<file path="src/rtl/rvc_pkg.sv">
package rvc_pkg;
    localparam int ILEN   = 32;
    localparam int CLEN   = 16;
    localparam int INC_W  = 3;
    localparam int REG_W  = 5;

    localparam logic [6:0] OPC_LOAD   = 7'b0000011;
    localparam logic [6:0] OPC_OPIMM  = 7'b0010011;
    localparam logic [6:0] OPC_STORE  = 7'b0100011;
    localparam logic [6:0] OPC_OP     = 7'b0110011;
    localparam logic [6:0] OPC_LUI    = 7'b0110111;
    localparam logic [6:0] OPC_BRANCH = 7'b1100011;
    localparam logic [6:0] OPC_JALR   = 7'b1100111;
    localparam logic [6:0] OPC_JAL    = 7'b1101111;
    localparam logic [ILEN-1:0] INSN_EBREAK = 32'h0010_0073;

    localparam logic [REG_W-1:0] REG_ZERO = 5'd0;
    localparam logic [REG_W-1:0] REG_LINK = 5'd1;
    localparam logic [REG_W-1:0] REG_SP   = 5'd2;

    typedef struct packed {
        logic [ILEN-1:0]  instr;
        logic             illegal;
        logic             compressed;
        logic [INC_W-1:0] pc_inc;
    } xres_t;

    typedef enum logic {
        ST_EMPTY = 1'b0,
        ST_FULL  = 1'b1
    } stage_st_t;

    function automatic logic [ILEN-1:0] fmt_i(logic [11:0] imm, logic [4:0] rs1,
                                              logic [2:0] f3, logic [4:0] rd, logic [6:0] op);
        return {imm, rs1, f3, rd, op};
    endfunction

    function automatic logic [ILEN-1:0] fmt_s(logic [11:0] imm, logic [4:0] rs2,
                                              logic [4:0] rs1, logic [2:0] f3, logic [6:0] op);
        return {imm[11:5], rs2, rs1, f3, imm[4:0], op};
    endfunction

    function automatic logic [ILEN-1:0] fmt_b(logic [12:0] imm, logic [4:0] rs2,
                                              logic [4:0] rs1, logic [2:0] f3);
        return {imm[12], imm[10:5], rs2, rs1, f3, imm[4:1], imm[11], OPC_BRANCH};
    endfunction

    function automatic logic [ILEN-1:0] fmt_j(logic [20:0] imm, logic [4:0] rd);
        return {imm[20], imm[10:1], imm[11], imm[19:12], rd, OPC_JAL};
    endfunction

    function automatic logic [ILEN-1:0] fmt_r(logic [6:0] f7, logic [4:0] rs2, logic [4:0] rs1,
                                              logic [2:0] f3, logic [4:0] rd, logic [6:0] op);
        return {f7, rs2, rs1, f3, rd, op};
    endfunction
endpackage

</file>
<file path="src/rtl/rvc_decode.sv">
module rvc_decode
    import rvc_pkg::*;
(
    input  logic [ILEN-1:0] word,
    output xres_t           res
);
    logic [CLEN-1:0]  c;
    logic [REG_W-1:0] rd_full, rs2_full, rd_cmp, rs1_cmp;
    logic [11:0]      imm_ci;
    logic [9:0]       imm_4spn;
    logic [6:0]       imm_lsw;
    logic [11:0]      imm_jmp;
    logic [9:0]       imm_16sp;
    logic [8:0]       imm_br;
    logic [7:0]       imm_lwsp, imm_swsp;
    logic             ci_zero;

    assign c        = word[CLEN-1:0];
    assign rd_full  = c[11:7];
    assign rs2_full = c[6:2];
    assign rd_cmp   = {2'b01, c[4:2]};
    assign rs1_cmp  = {2'b01, c[9:7]};
    assign ci_zero  = ({c[12], c[6:2]} == 6'd0);

    assign imm_ci   = {{6{c[12]}}, c[12], c[6:2]};
    assign imm_4spn = {c[10:7], c[12:11], c[5], c[6], 2'b00};
    assign imm_lsw  = {c[5], c[12:10], c[6], 2'b00};
    assign imm_jmp  = {c[12], c[8], c[10:9], c[6], c[7], c[2], c[11], c[5:3], 1'b0};
    assign imm_16sp = {c[12], c[4:3], c[5], c[2], c[6], 4'b0000};
    assign imm_br   = {c[12], c[6:5], c[2], c[11:10], c[4:3], 1'b0};
    assign imm_lwsp = {c[3:2], c[12], c[6:4], 2'b00};
    assign imm_swsp = {c[8:7], c[12:9], 2'b00};

    always_comb begin
        logic [ILEN-1:0] ins;
        logic            bad;
        ins = '0;
        bad = 1'b0;
        res.compressed = (c[1:0] != 2'b11);
        res.pc_inc     = res.compressed ? INC_W'(2) : INC_W'(4);
        if (!res.compressed) begin
            ins = word;
        end else begin
            case ({c[1:0], c[15:13]})
                // quadrant 0
                5'b00_000: begin
                    bad = (imm_4spn == 10'd0);
                    ins = fmt_i({2'b00, imm_4spn}, REG_SP, 3'b000, rd_cmp, OPC_OPIMM);
                end
                5'b00_010: ins = fmt_i({5'b0, imm_lsw}, rs1_cmp, 3'b010, rd_cmp, OPC_LOAD);
                5'b00_110: ins = fmt_s({5'b0, imm_lsw}, rd_cmp, rs1_cmp, 3'b010, OPC_STORE);
                // quadrant 1
                5'b01_000: ins = fmt_i(imm_ci, rd_full, 3'b000, rd_full, OPC_OPIMM);
                5'b01_001: ins = fmt_j({{9{c[12]}}, imm_jmp}, REG_LINK);
                5'b01_010: ins = fmt_i(imm_ci, REG_ZERO, 3'b000, rd_full, OPC_OPIMM);
                5'b01_011: begin
                    if (rd_full == REG_SP) begin
                        bad = ci_zero;
                        ins = fmt_i({{2{c[12]}}, imm_16sp}, REG_SP, 3'b000, REG_SP, OPC_OPIMM);
                    end else begin
                        bad = ci_zero || (rd_full == REG_ZERO);
                        ins = {{14{c[12]}}, c[12], c[6:2], rd_full, OPC_LUI};
                    end
                end
                5'b01_100: begin
                    case (c[11:10])
                        2'b00, 2'b01: begin
                            bad = c[12];
                            ins = fmt_r({1'b0, c[10], 5'b0}, c[6:2], rs1_cmp, 3'b101,
                                        rs1_cmp, OPC_OPIMM);
                        end
                        2'b10: ins = fmt_i(imm_ci, rs1_cmp, 3'b111, rs1_cmp, OPC_OPIMM);
                        default: begin
                            bad = c[12];
                            case (c[6:5])
                                2'b00:   ins = fmt_r(7'b0100000, rd_cmp, rs1_cmp, 3'b000, rs1_cmp, OPC_OP);
                                2'b01:   ins = fmt_r(7'b0000000, rd_cmp, rs1_cmp, 3'b100, rs1_cmp, OPC_OP);
                                2'b10:   ins = fmt_r(7'b0000000, rd_cmp, rs1_cmp, 3'b110, rs1_cmp, OPC_OP);
                                default: ins = fmt_r(7'b0000000, rd_cmp, rs1_cmp, 3'b111, rs1_cmp, OPC_OP);
                            endcase
                        end
                    endcase
                end
                5'b01_101: ins = fmt_j({{9{c[12]}}, imm_jmp}, REG_ZERO);
                5'b01_110,
                5'b01_111: ins = fmt_b({{4{c[12]}}, imm_br}, REG_ZERO, rs1_cmp, {2'b00, c[13]});
                // quadrant 2
                5'b10_000: begin
                    bad = c[12];
                    ins = fmt_r(7'b0, c[6:2], rd_full, 3'b001, rd_full, OPC_OPIMM);
                end
                5'b10_010: begin
                    bad = (rd_full == REG_ZERO);
                    ins = fmt_i({4'b0, imm_lwsp}, REG_SP, 3'b010, rd_full, OPC_LOAD);
                end
                5'b10_100: begin
                    if (!c[12]) begin
                        if (rs2_full == REG_ZERO) begin
                            bad = (rd_full == REG_ZERO);
                            ins = fmt_i(12'd0, rd_full, 3'b000, REG_ZERO, OPC_JALR);
                        end else begin
                            ins = fmt_r(7'b0, rs2_full, REG_ZERO, 3'b000, rd_full, OPC_OP);
                        end
                    end else if (rs2_full == REG_ZERO && rd_full == REG_ZERO) begin
                        ins = INSN_EBREAK;
                    end else if (rs2_full == REG_ZERO) begin
                        ins = fmt_i(12'd0, rd_full, 3'b000, REG_LINK, OPC_JALR);
                    end else begin
                        ins = fmt_r(7'b0, rs2_full, rd_full, 3'b000, rd_full, OPC_OP);
                    end
                end
                5'b10_110: ins = fmt_s({4'b0, imm_swsp}, rs2_full, REG_SP, 3'b010, OPC_STORE);
                default:   bad = 1'b1;
            endcase
        end
        res.illegal = bad;
        res.instr   = bad ? '0 : ins;
    end
endmodule

</file>
<file path="src/rtl/rvc_out_stage.sv">
module rvc_out_stage
    import rvc_pkg::*;
(
    input  logic  clk,
    input  logic  rst_n,
    input  logic  in_valid,
    output logic  in_ready,
    input  xres_t in_res,
    output logic  out_valid,
    input  logic  out_ready,
    output xres_t out_res
);
    stage_st_t state, state_nx;
    xres_t     held;
    logic      take;

    assign take = in_valid && in_ready;

    always_ff @(posedge clk) begin
        if (!rst_n) state <= ST_EMPTY;
        else        state <= state_nx;
    end

    always_comb begin
        state_nx = state;
        unique case (state)
            ST_EMPTY: if (in_valid) state_nx = ST_FULL;            // LOAD
            ST_FULL:  if (out_ready && !in_valid) state_nx = ST_EMPTY; // DRAIN; else HOLD/REFILL
        endcase
    end

    always_ff @(posedge clk) begin
        if (!rst_n)    held <= '0;
        else if (take) held <= in_res;
    end

    always_comb begin
        unique case (state)
            ST_EMPTY: begin out_valid = 1'b0; in_ready = 1'b1; end
            ST_FULL:  begin out_valid = 1'b1; in_ready = out_ready; end
        endcase
        out_res = held;
    end

    assert_hold_stable_R13: assert property (@(posedge clk) disable iff (!rst_n)
        (out_valid && !out_ready) |=> (out_valid && $stable(out_res)));
    assert_ready_when_empty_R13: assert property (@(posedge clk) disable iff (!rst_n)
        !out_valid |-> in_ready);
    assert_illegal_zero_R12: assert property (@(posedge clk) disable iff (!rst_n)
        (out_valid && out_res.illegal) |-> (out_res.instr == '0));
    assert_legal_opcode_R1: assert property (@(posedge clk) disable iff (!rst_n)
        (out_valid && !out_res.illegal) |-> (out_res.instr[1:0] == 2'b11));
    assert_full_length_R1: assert property (@(posedge clk) disable iff (!rst_n)
        (out_valid && !out_res.compressed) |-> (!out_res.illegal && out_res.pc_inc == 3'd4));
    assert_short_inc_R1: assert property (@(posedge clk) disable iff (!rst_n)
        (out_valid && out_res.compressed) |-> (out_res.pc_inc == 3'd2));
endmodule

</file>
<file path="src/rtl/rvc_expander.sv">
module rvc_expander
    import rvc_pkg::*;
(
    input  logic             clk,
    input  logic             rst_n,
    input  logic             in_valid,
    output logic             in_ready,
    input  logic [ILEN-1:0]  in_word,
    output logic             out_valid,
    input  logic             out_ready,
    output logic [ILEN-1:0]  out_instr,
    output logic             out_compressed,
    output logic             out_illegal,
    output logic [INC_W-1:0] out_pc_inc
);
    xres_t dec_res, reg_res;

    rvc_decode u_decode (
        .word (in_word),
        .res  (dec_res)
    );

    rvc_out_stage u_stage (
        .clk       (clk),
        .rst_n     (rst_n),
        .in_valid  (in_valid),
        .in_ready  (in_ready),
        .in_res    (dec_res),
        .out_valid (out_valid),
        .out_ready (out_ready),
        .out_res   (reg_res)
    );

    assign out_instr      = reg_res.instr;
    assign out_compressed = reg_res.compressed;
    assign out_illegal    = reg_res.illegal;
    assign out_pc_inc     = reg_res.pc_inc;
endmodule

</file>
<file path="config.mk">
export PLATFORM = sky130hd
export DESIGN_NAME = rvc_expander
export DESIGN_NICKNAME = d
export VERILOG_FILES = /design/src/rtl/rvc_pkg.sv /design/src/rtl/rvc_decode.sv /design/src/rtl/rvc_out_stage.sv /design/src/rtl/rvc_expander.sv
export SDC_FILE = /design/constraint.sdc
export NUM_CORES = 1
export LEC_CHECK = 0
export BUFFER_PORTS_ARGS = -buffer_cell sky130_fd_sc_hd__buf_2
export CORE_MARGIN = 4
export CORE_UTILIZATION = 35
export CTS_CLUSTER_DIAMETER = 30
export DETAILED_ROUTE_END_ITERATION = 7
export PLACE_DENSITY_LB_ADDON = 0.12
export RECOVER_POWER = 25
export SLEW_MARGIN = 20
export SYNTH_ARGS = -nofsm -noshare
export SYNTH_HDL_FRONTEND = slang
export SYNTH_SLANG_ARGS = --single-unit
</file>
<file path="constraint.sdc">
create_clock -name clk -period 2.2 [get_ports clk]
set_input_delay 0.44 -clock clk [delete_from_list [all_inputs] [get_ports clk]]
set_output_delay 0.44 -clock clk [all_outputs]
set_load 0.005 [all_outputs]
</file>
# After elaboration in Yosys (flattened, before gate mapping)
# Index checks and enable logic that the tools add are counted.
classes:
  n_eq_ne: 20
  bitwise_logic: 1
  muxes: 22
  n_reduce_logical: 15
ops:
  columns: ["op", "n"]
  rows:
  - ["case mux 32 bit (14 select lines)", 1]
  - ["2-to-1 mux 32 bit", 4]
  - ["case mux 31 bit (3 select lines)", 1]
  - ["case mux 32 bit (2 select lines)", 1]
  - ["2-to-1 mux 25 bit", 2]
  - ["== test 5 x 4 -> 1 bit, second input constant", 8]
  - ["2-to-1 mux 29 bit", 1]
  - ["== test 5 bit, second input constant", 4]
  - ["zero test 5 bit", 3]
  - ["== test 5 x 2 -> 1 bit, second input constant", 2]
  - ["zero test 10 bit", 1]
  - ["OR reduction 9 bit", 1]
  - ["2-to-1 mux 1 bit", 7]
  - ["case mux 1 bit (7 select lines)", 1]
  - ["zero test 6 bit", 1]
  - ["case mux 1 bit (2 select lines)", 3]
  - ["== test 5 x 3 -> 1 bit, second input constant", 1]
  - ["== test 2 x 1 -> 1 bit, second input constant", 2]
  - ["== test 2 bit, second input constant", 2]
  - ["zero test 2 bit", 2]
  - ["OR reduction 2 bit", 2]
  - ["logical AND 1 bit", 3]
  - ["2-to-1 mux 3 bit", 1]
  - ["!= test 2 bit, second input constant", 1]
  - ["3 further kinds", 3]
totals:
  inputBits: 36
  output_inout_bits: 39
  wordCells: 63
  ff_bits: 38

# Longest topological paths before layout
# Gate-level depths: netlist of the first run.
depth:
  ltp_word: 7
  mapped_depth: 9
  ltp_nobuf: 6

# Hierarchy
# Synthesis of the first run repeated with hierarchy kept, for this count alone.
hier_totals:
  cells_unflattened: 430
  hier_area_um2: 3076.7
modules_own_cells:
  columns: ["module", "area_each_um2", "n_inst", "seq_area_each_um2", "cells_each"]
  rows:
  - ["rvc_out_stage", 1557.7, 1, 760.7, 165]
  - ["rvc_decode", 1519.0, 1, 0.0, 265]

# Least setup slack after synthesis of the first run
# OpenSTA, ideal clock, no wires.
synth_path:
  path_kind: "input port to flip-flop"
  from: "in in_word[11]"
  to: "reg u_stage.held, in the netlist u_stage.out_res[22]"
  required_ns: 2.079
  setup_time_ns: 0.121
  stages: 7
  path_buffers: 1
  path_slack_ns: 0.056
  t_arrival_ns: 2.023
  path_cell_list: "buf_6 or4_4 nor3_2 a211oi_1 or3_1 a221oi_1 o21ai_1"
synth_via:
  elab_chain_cells: 7
  elab_cells_between_ends: 22
  classes_between: "eq/ne: 3; mux: 13; reduce/logical: 6"
synth_lines:
  columns: ["element", "line", "text"]
  rows:
  - ["start, declared", "rvc_expander.sv:8", "input logic [ILEN-1:0] in_word,"]
  - ["zero test 5 bit", null, null]
  - ["logical AND 1 bit", "rvc_decode.sv:104", "end else if (rs2_full == REG_ZERO && rd_full == REG_ZERO) begin"]
  - ["2-to-1 mux 32 bit", "rvc_decode.sv:104", null]
  - ["2-to-1 mux 32 bit", "rvc_decode.sv:97", "if (!c[12]) begin"]
  - ["case mux 32 bit (14 select lines)", "rvc_decode.sv:44", "case ({c[1:0], c[15:13]})"]
  - ["2-to-1 mux 32 bit", "rvc_decode.sv:41", "if (!res.compressed) begin"]
  - ["2-to-1 mux 32 bit *", "rvc_decode.sv:117", "res.instr = bad ? '0 : ins;"]
  - ["end signal, assigned", "rvc_out_stage.sv:34", "else if (take) held <= in_res;"]
  - ["end, declared", "rvc_out_stage.sv:14", "xres_t held;"]
# Every way passes the cells marked *; elsewhere a longest branch is shown, timed or not.
# A chain may end at the register's enable or synchronous reset.

# Worst setup path in the final report of the first run
layout_path:
  from: "in in_word[14]"
  to: "reg u_stage.held, in the netlist u_stage.out_res[24]"
layout_via:
  elab_chain_cells: 5
  elab_cells_between_ends: 22
  classes_between: "eq/ne: 14; mux: 5; reduce/logical: 3"
layout_lines:
  columns: ["element", "line"]
  rows:
  - ["== test 5 x 2 -> 1 bit, or another cell as far along", "rvc_decode.sv:44"]
  - ["OR reduction 9 bit (no line) / OR reduction 2 bit (equally long branches)", null]
  - ["case mux 1 bit (7 select lines) / case mux 32 bit (14 select lines) (equally long branches)", "rvc_decode.sv:44"]
  - ["2-to-1 mux 1 bit / 2-to-1 mux 32 bit (equally long branches)", "rvc_decode.sv:41"]
  - ["2-to-1 mux 32 bit *", "rvc_decode.sv:117"]
# Marked as above.

==> results of run 1 <==
## synthesized netlist by cell type, drive strengths merged, types with 3 or more instances
master,n
a32oi,4
buf,15
inv,8
and4,3
nand4,5
or3,5
nand2,54
a31oi,5
a21o,6
a221oi,4
clkbuf,24
a22o,10
nand2b,5
nand3,15
and2,3
a41o,4
dfxtp,36
a211oi,3
o31ai,6
a21oi,35
a32o,3
o21a,3
a22oi,11
o21ai,37
or2,3
nor3,6
a211o,3
nor2b,6
nor4,4
nor2,30
## power by group
part	internal [uW]	switching (uW)	leakage, uW
registers	684	15.5	0.000293
clock network	337	258	0.0000552
logic	222	304	0.00129
total	1240	577	0.00164
## flip-flops by register name (all words and copies together), names as in the netlist
signal           cells
u_stage.out_res     35
u_stage.state        1
## layout by cell type, fill, tap and decap left out, types with 6 or more instances in the layout
cell type | netlist | routed
o21ai_0 | 36 | 36
buf_2 | 7 | 63
o31ai_1 | 6 | 6
inv_1 | 8 | 8
nor2b_1 | 6 | 6
clkbuf_1 | 24 | 11
dfxtp_1 | 36 | 36
nand2_1 | 54 | 54
buf_4 | 2 | 76
a21o_1 | 6 | 6
a22o_1 | 10 | 10
a22oi_1 | 11 | 11
nor2_1 | 29 | 29
a21oi_1 | 34 | 34
nand3_1 | 15 | 15
## critical path, stage by stage
cell	delay, ns
buf_2	0.13
buf_4	0.19
nor3_1	0.25
a21boi_0	0.50
o21ai_0	0.28
a41o_1	0.30
a21oi_1	0.11
## area by class of cell
cell class / count / area, um2
fillers: 780 / 3680
flip-flops and latches: 36 / 721
clock buffers: 6 / 72.6
well taps: 99 / 124
clock inverters: 2 / 35.0
inverters: 10 / 37.5
repair buffers: 150 / 943
multi-input cells: 300 / 1760
## stage by stage
stage / setup WS (ns) / TNS (ns) / utilization (%)
finish: 0.242 / 0 / 50.1
detailed placement: -0.0666 / -0.0980 / 48.8
CTS: 0.264 / 0 / 50.3
global placement: -0.0276 / -0.0534 / 48.8
floorplan: 0.0555 / 0 / -
global route: 0.133 / 0 / 50.1
## path summary, 6_finish.rpt
kind                                          start             endpoint  slack [ns]  cells after the start
worst max-delay path                    in_word[14]  u_stage.out_res[24]        0.24                      7
worst min-delay path                       in_valid        u_stage.state        0.39                      3
worst max register to register        u_stage.state  u_stage.out_res[16]        0.65                      6
worst min register to register  u_stage.out_res[31]  u_stage.out_res[31]        0.46                      2
## cell families after synthesis
logic type / share of synthesized area, %
AO/OA/AOI/OAI: 37.5
adder cells (fa/ha/maj): 0.372
buffers and inverters: 7.73
flip-flops: 26.8
multiplexers: 0.372
other: 0.140
AND/OR/NAND/NOR: 27.1
## routing by layer
metal	vias up	share of wire, %	global-route usage [%]
li1	1663	-	-
met2	186	44	41.7
met5	-	0	0
met1	1646	45	37.4
met4	0	3.7	12.2
met3	31	7.2	3.24
==> impl_results.md, run 1 <==
* Critical Path Fanout Max at 14
* Fin. Hold Viols at 0
* Nets@finish at 539
* Largest area contributor in the netlist: dfxtp_1
* Number of global-route vias before repair at 3388
* DR iter-0 viols at 321
* Tcrit/Tclk final at 89.0%
* CP arrival at 2.19 ns
* Synth top area cells: dfxtp_1, nand2_1, o21ai_0
* MaxCap Viol Count at 0
* Synth Flop Type: dfxtp_1
* Clock Path Buffers at 2
* Leak pwr at 0.00164 uW
* Worst-path clk slew at 0.07 ns
* Worst vdd ir at 0.304 mV
* Worst Tran Pin Value at 0.655 ns
* Inserted Diodes at 0
* PD cells at 493 nW/um2
* Synth top area share at 26.8%
* Fin area at 3690 um2
* Status: finished clean
* Worst Skew at 0.00512 ns
* Final slew viol count at 0
* Critical Path End Type: flop
* Hold buffer count at cts at 0
* Clock root cell: clkbuf_8
* Power Total at 1820 uW
* Post CTS Setup Buffer Count at 0
* WP data required at 2.44 ns
* Final antenna-violating net count at 0
* Worst Path Class, Setup: in -> reg
* Initial Util at 36.5%
* Resized cells post-CTS at 0
* Setup violators final at 0
* Syn. warnings at 0
* Layout cells sized above 1 at 31.0%
* Core area at 7370 um2
* Post-synth ARST share at 0%
* Wire length per cell at 20.0 um
* Syn_nets at 421
* RSZ-0062 raised after global routing: false
* Die area at 9150 um2
* Synth Register Bits at 36
* First-pass GRT wire length at 18.6 mm
* Row cnt at 31
* Avg Inst Size Synth at 6.98 um2
* Max Fclk at 511 MHz
* Average vias per placed instance at 5.85
* Area Growth Syn to Fin at 37.4%
* Register area share after synthesis at 26.8%
* Final non-filler cell total at 603
* Die X at 95.6 um
* Area after DPL at 3600 um2
* Post-DP HPWL at 9.54 mm
* Post-synth EDFFs at 0
* Cts bufs inserted at 5
* DRT Pass-1 Iters at 5
* Initial antenna violation count at 0
* Largest net degree at the start of global routing at 19
* Clk_lat worst skew at 0.30 ns
* Crit start category: input pin
* Mapped Area at 2690 um2
* # DRC at 0
* CTS tree: done
* Clk sinks at 36
* Post-Synthesis Cells at 385
* # H-tree levels at 2
* GRT Total Usage at 27.0%
* HP Class: in -> reg
* Drt total wl at 12.1 mm
* Vias at 3526
* Hold_ws at 0.391 ns
* Unique masters post-synth at 59
* Port buffer count at 73
* Routability cong. at 1.04
* Dpl cells at 595
* Gr ovfl total at 0
* Num ports at 75
* Max-slew headroom at 55.8%
* Crit path time final at 1.96 ns
* Die H at 95.6 um
Note: power is estimated with default switching activity, not from simulation.
==> run 2: changes to the inputs <==
==> constraint.sdc (replaced) <==
create_clock -name clk -period 2.2 [get_ports clk]
set_input_delay 0.11 -clock clk [delete_from_list [all_inputs] [get_ports clk]]
set_output_delay 0.11 -clock clk [all_outputs]
set_load 0.005 [all_outputs]
==> impl_results.md, run 2 (synthesis gave the netlist of run 1 again) <==
* Worst Tran Pin Value at 0.822 ns (+0.167 ns)
* Clock share of power at 31.3% (-1.4 points)
* Routability cong. at 0.991 (-4.3%)
* Nets@finish at 503 (-6.7%)
* Clk sinks at 36 (unchanged)
* PD cells at 505 nW/um2 (+2.5%)
* Vias at 3379 (-4.2%)
* Max Fclk at 566 MHz (+11%)
* Die area at 9150 um2 (unchanged)
* Core area at 7370 um2 (unchanged)
* Clock Path Buffers at 2 (unchanged)
* Worst reg2reg endpoint: u_stage.out_res[10]
* Die H at 95.6 um (unchanged)
* Average vias per placed instance at 5.96 (+1.9%)
* Port buffer count at 73 (unchanged)
* Dpl cells at 559 (-6.1%)
* Min-delay src: in_valid
* First-pass GRT wire length at 18.4 mm (-0.93%)
* Row cnt at 31 (unchanged)
* Final TNS setup at 0 ns (unchanged)
* Final slew viol count at 0 (unchanged)
* Final Core Density at 46.1% (-4.0 points)
* HP Class: in -> reg
* Initial Util at 36.5% (unchanged)
* Hold buffer count at cts at 0 (unchanged)
* # DRC at 0 (unchanged)
* Combinational share of power at 28.0% (-0.9 points)
* Number of global-route vias before repair at 3139 (-7.3%)
* Critical Path Fanout Max at 7 (-7)
* Wire length per cell at 21.1 um (+5.4%)
* Crit start category: input pin
* Drt total wl at 12.0 mm (-0.86%)
* # H-tree levels at 2 (unchanged)
* Number of fillers in the final layout at 800 (+2.6%)
* Inserted Diodes at 0 (unchanged)
* Final non-filler cell total at 567 (-6.0%)
* Area Growth Syn to Fin at 26.4%
* Hold Path Sink: u_stage.state
* Clk_lat worst skew at 0.29 ns (about the same)
* Sw Share at 34.6% (+2.9 points)
* Worst-path clk slew at 0.09 ns (+0.02 ns)
* GRT Total Usage at 26.8% (-0.26 points)
* Worst vdd ir at 0.296 mV (-2.9%)
* WHS Path Cells at 3 (unchanged)
* Fin. Hold Viols at 0 (unchanged)
* WP data required at 2.39 ns (-0.05 ns)
* Setup violators final at 0 (unchanged)
* Post-DP HPWL at 9.18 mm (-3.8%)
* Resized cells post-CTS at 0 (unchanged)
* Layout cells sized above 1 at 25.6% (-5.3 points)
* MaxCap Viol Count at 0 (unchanged)
* Tcrit/Tclk final at 80.2% (-8.8 points)
* Clock root cell: clkbuf_8
* Worst Skew at 0.00520 ns (+0.0000808 ns)
* P_int at 1120 uW (-9.7%)
* Largest net degree at the start of global routing at 21 (+2)
* Gr ovfl total at 0 (unchanged)
* Die X at 95.6 um (unchanged)
* Initial antenna violation count at 0 (unchanged)
* Final antenna-violating net count at 0 (unchanged)
* DR iter-0 viols at 289 (-10%)
* Commonest non-fill, non-tap cell in the layout: buf_2
* Worst Path Class, Setup: in -> reg
* Num ports at 75 (unchanged)
* Critical Path End Type: flop
* CTS tree: done
* RSZ-0062 raised after global routing: false
* R2R depth at 4 (-2)
* Leak pwr at 0.00145 uW (-12%)
* DRT Pass-1 Iters at 5 (unchanged)
* Launching point of the worst reg2reg path: u_stage.state
* Cts bufs inserted at 5 (unchanged)
* CP arrival at 1.95 ns (-0.24 ns)
* Most frequent cells in the layout: buf_2, nand2_1, buf_4, o21ai_0, dfxtp_1
* Switch Pwr at 594 uW (+3.0%)
* Crit path time final at 1.77 ns (-0.193 ns)
* Reg power frac at 40.7% (+2.3 points)
* Max-slew headroom at 45.0% (-11 points)
* Max reg flops at 35 (unchanged)
* Reg2reg setup slack at 0.54 ns (-0.11 ns)
* Status: finished clean
* Post CTS Setup Buffer Count at 0 (unchanged)
run 2: cell types whose count changed in the layout (fill, tap and decap cells not counted), sizes merged:
| cell | delta |
|---|---|
| buf | -37 |
| bufinv | -1 |
| clkbuf | +1 |
| inv | +1 |
run 2: power groups by stage:
stage / clock network (uW) / logic (uW) / registers, uW
floorplan: 0 / 267 / 717
global placement: 0 / 480 / 713
detailed placement: 0 / 474 / 714
CTS: 554 / 476 / 699
global route: 578 / 522 / 703
finish: 537 / 480 / 699
run 2: area by class of cell:
cell class / instances / area [um2] / share of cell area [%]
clock inverter: 2 / 13.8 / 0.405
inverter: 10 / 37.5 / 1.10
tap: 99 / 124 / 3.65
sequential: 36 / 721 / 21.2
multi-input combinational: 300 / 1760 / 51.8
clock buffer: 6 / 82.6 / 2.43
timing repair buffer: 114 / 659 / 19.4
run 2: worst max path at each step:
stage                            from  cells after the start                  end  slack [ns]
after detailed placement   in_word[5]                      7  u_stage.out_res[22]        0.15
after CTS                  in_word[5]                      7  u_stage.out_res[22]        0.46
after floorplan           in_word[11]                      7  u_stage.out_res[22]        0.39
after global routing       in_word[5]                      7  u_stage.out_res[23]        0.31
final                      in_word[5]                      7  u_stage.out_res[22]        0.43
after global placement     in_word[0]                      8  u_stage.out_res[17]        0.19
run 2: routing by layer:
metal  GRT usage, %  routed length (um)  up-vias
li1               -                   -     1590
met1           37.4                5110     1553
met2           41.3                5370      207
met3           5.29                1120       29
met4           8.18                 360        0
met5              0                   0        -
run 2: through the flow:
step	hold slack (ns)	total power (uW)	cell area, um2	worst slack [ns]
floorplan	0.239	984	2690	0.386
global placement	0.367	1190	3310	0.192
detailed placement	0.367	1190	3310	0.148
CTS	0.0521	1730	3410	0.457
global route	0.0665	1800	3400	0.313
finish	0.0621	1720	3400	0.435
run 2: critical path, stage by stage:
cell and delay [ns]:
buf_2 0.15, or2_2 0.37, nor4_4 0.35, a211oi_1 0.17, or3_1 0.43, a221oi_1 0.27
o21ai_1 0.09
==> run 3: changes to the inputs <==
Clock period 2.2 ns to 1.7 ns, I/O delays scaled along.
==> impl_results.md, run 3 (synthesis gave the netlist of run 1 again) <==
* Layout cells sized above 1 at 35.7% (+10 points)
* R2R depth at 6 (+2)
* CTS tree: done
* Fin area at 3950 um2 (+16%)
* CP arrival at 1.83 ns (-0.12 ns)
* Launching point of the worst reg2reg path: u_stage.state
* Core area at 7370 um2 (unchanged)
* Pre-CTS setup slack at -0.310 ns (-0.459 ns)
* GRT Total Usage at 28.6% (+1.8 points)
* Crit path cell chain: buf_2, or2_4, nor4_4, buf_4, buf_4, a211oi_1, or3_1, a221oi_2, o21ai_1
* Max-slew headroom at 61.6% (+17 points)
* Worst Tran Pin Value at 0.573 ns (-0.249 ns)
* Initial antenna violation count at 0 (unchanged)
* Clk sinks at 36 (unchanged)
* Number of global-route vias before repair at 3488 (+11%)
* Clock share of power at 32.2% (+0.9 points)
* Die area at 9150 um2 (unchanged)
* Area after DPL at 3800 um2 (+15%)
* Worst reg2reg endpoint: u_stage.out_res[32]
* Final TNS setup at 0 ns (unchanged)
* Reg2reg setup slack at 0.21 ns (-0.33 ns)
* # H-tree levels at 2 (unchanged)
* Final Core Density at 53.6% (+7.5 points)
* CP top delay family: simple AND/OR/NAND/NOR gates
* Routability cong. at 1.02 (+3.0%)
* Switch Pwr at 794 uW (+34%)
* Area Growth Syn to Fin at 47.0%
* Largest net degree at the start of global routing at 24 (+14%)
* HP Class: in -> reg
* Num ports at 75 (unchanged)
* CP max-delay cell: or3_1
* PD cells at 618 nW/um2 (+22%)
* Post-DP HPWL at 10.1 mm (+10%)
* Final antenna-violating net count at 0 (unchanged)
* Average vias per placed instance at 5.80 (-2.6%)
* Status: finished clean
* Worst Setup SP: in_word[6]
* WP data required at 1.89 ns (-0.50 ns)
* Critical Path Stages at 9 (+2)
* Sw Share at 32.5% (-2.1 points)
* Power Total at 2440 uW (+42%)
* Worst path buffer plus inverter count at 3 (+2)
* Max reg flops at 35 (unchanged)
* Row cnt at 31 (unchanged)
* Slowest stage delay, CP at 0.41 ns (-0.02 ns)
* Critical Path Fanout Max at 4 (-3)
* Reg power frac at 37.1% (-3.6 points)
* Setup violators final at 0 (unchanged)
* Worst Skew at 0.00391 ns (-0.00129 ns)
* DR iter-0 viols at 268 (-7.3%)
* Gr ovfl total at 0 (unchanged)
* Max Fclk at 612 MHz
* Wire length per cell at 20.3 um (-3.6%)
* MaxCap Viol Count at 0 (unchanged)
* Worst vdd ir at 0.360 mV (+22%)
* Worst Setup EP: u_stage.out_res[22]
* Die X at 95.6 um (unchanged)
* Fin. Hold Viols at 0 (unchanged)
* Port buffer count at 73 (unchanged)
* Clk_lat worst skew at 0.30 ns (about the same)
* # DRC at 0 (unchanged)
* Die H at 95.6 um (unchanged)
* Drt total wl at 12.8 mm (+7.0%)
* Post-route setup slack at 0.0669 ns (-0.368 ns)
* P_int at 1650 uW (+47%)
* CP most frequent cell: buf_4
* Worst-path clk slew at 0.08 ns (about the same)
* Most frequent cells in the layout: buf_4, buf_2, nand2_1, o21ai_0, dfxtp_1
* Crit start category: input pin
* DRT Pass-1 Iters at 5 (unchanged)
* First-pass GRT wire length at 19.6 mm (+6.5%)
* Clock root cell: clkbuf_8
* Vias at 3651 (+8.0%)
* Tcrit/Tclk final at 96.1%
* Combinational share of power at 30.8% (+2.8 points)
* Leak pwr at 0.00177 uW (+22%)
* Number of fillers in the final layout at 757 (-5.4%)
* Crit path time final at 1.63 ns
* Cts bufs inserted at 5 (unchanged)
* Final slew viol count at 0 (unchanged)
* Worst Path Class, Setup: in -> reg
* Commonest non-fill, non-tap cell in the layout: buf_4
* Clock Path Buffers at 2 (unchanged)
* Nets@finish at 565 (+12%)
* Critical Path End Type: flop
* Initial Util at 36.5% (unchanged)
* Inserted Diodes at 0 (unchanged)
## run 3: cell count changes in the layout (fill, tap and decap cells not counted), sizes merged
cell,previous run,this run
buf,103,164
bufinv,0,1
clkinvlp,0,1
inv,9,8
## run 3: layout make-up
| type | count | area [um2] | share of cell area (%) |
|---|---|---|---|
| clock inverters | 3 | 42.5 | 1.08 |
| inverters | 10 | 37.5 | 0.950 |
| multi-input cells | 300 | 1810 | 45.8 |
| repair buffers | 176 | 1150 | 29.1 |
| well taps | 99 | 124 | 3.13 |
| flip-flops and latches | 36 | 721 | 18.2 |
| clock buffers | 5 | 68.8 | 1.74 |
## run 3: power by group through the flow
stage | Clock [uW] | Combinational [uW] | Sequential (uW)
floorplan | 0 | 349 | 928
global placement | 0 | 730 | 922
detailed placement | 0 | 727 | 925
CTS | 797 | 732 | 905
global route | 836 | 812 | 910
finish | 786 | 752 | 905
## run 3: worst min-delay path by stage
| stage | from | end | slack (ns) | cells past startpoint |
|---|---|---|---|---|
| 6_report | in_valid | u_stage.state | 0.03 | 3 |
| 4_1_cts | in_valid | u_stage.state | 0.03 | 3 |
| 3_3_place_gp | in_valid | u_stage.state | 0.35 | 3 |
| 5_1_grt | in_valid | u_stage.state | 0.04 | 3 |
| 2_1_floorplan | in_valid | u_stage.state | 0.21 | 2 |
| 3_5_place_dp | in_valid | u_stage.state | 0.35 | 3 |
## run 3: routing by layer
metal | part of all wire [%] | routed length [um] | global-route usage (%)
met1 | 44 | 5690 | 38.2
met2 | 45 | 5780 | 45.1
met3 | 7.3 | 930 | 6.39
met4 | 3.1 | 396 | 9.48
met5 | 0 | 0 | 0
## run 3: tightest hold or removal path: stages
cell and delay [ns]:
buf_2 0.11, inv_1 0.04, a21oi_1 0.05
## run 3: repair_timing
item / CTS / global route
setup endpoints to repair: 3 / 23
resized for setup: 1 / 8
buffers inserted: 0 / 3
hold buffers: 0 / 0
pin swaps: 0 / 4
## run 3: through the flow
step / instances / hold WS (ns)
floorplan: 385 / 0.214
global placement: 618 / 0.345
detailed placement: 618 / 0.349
CTS: 626 / 0.0301
global route: 629 / 0.0360
finish: 629 / 0.0309
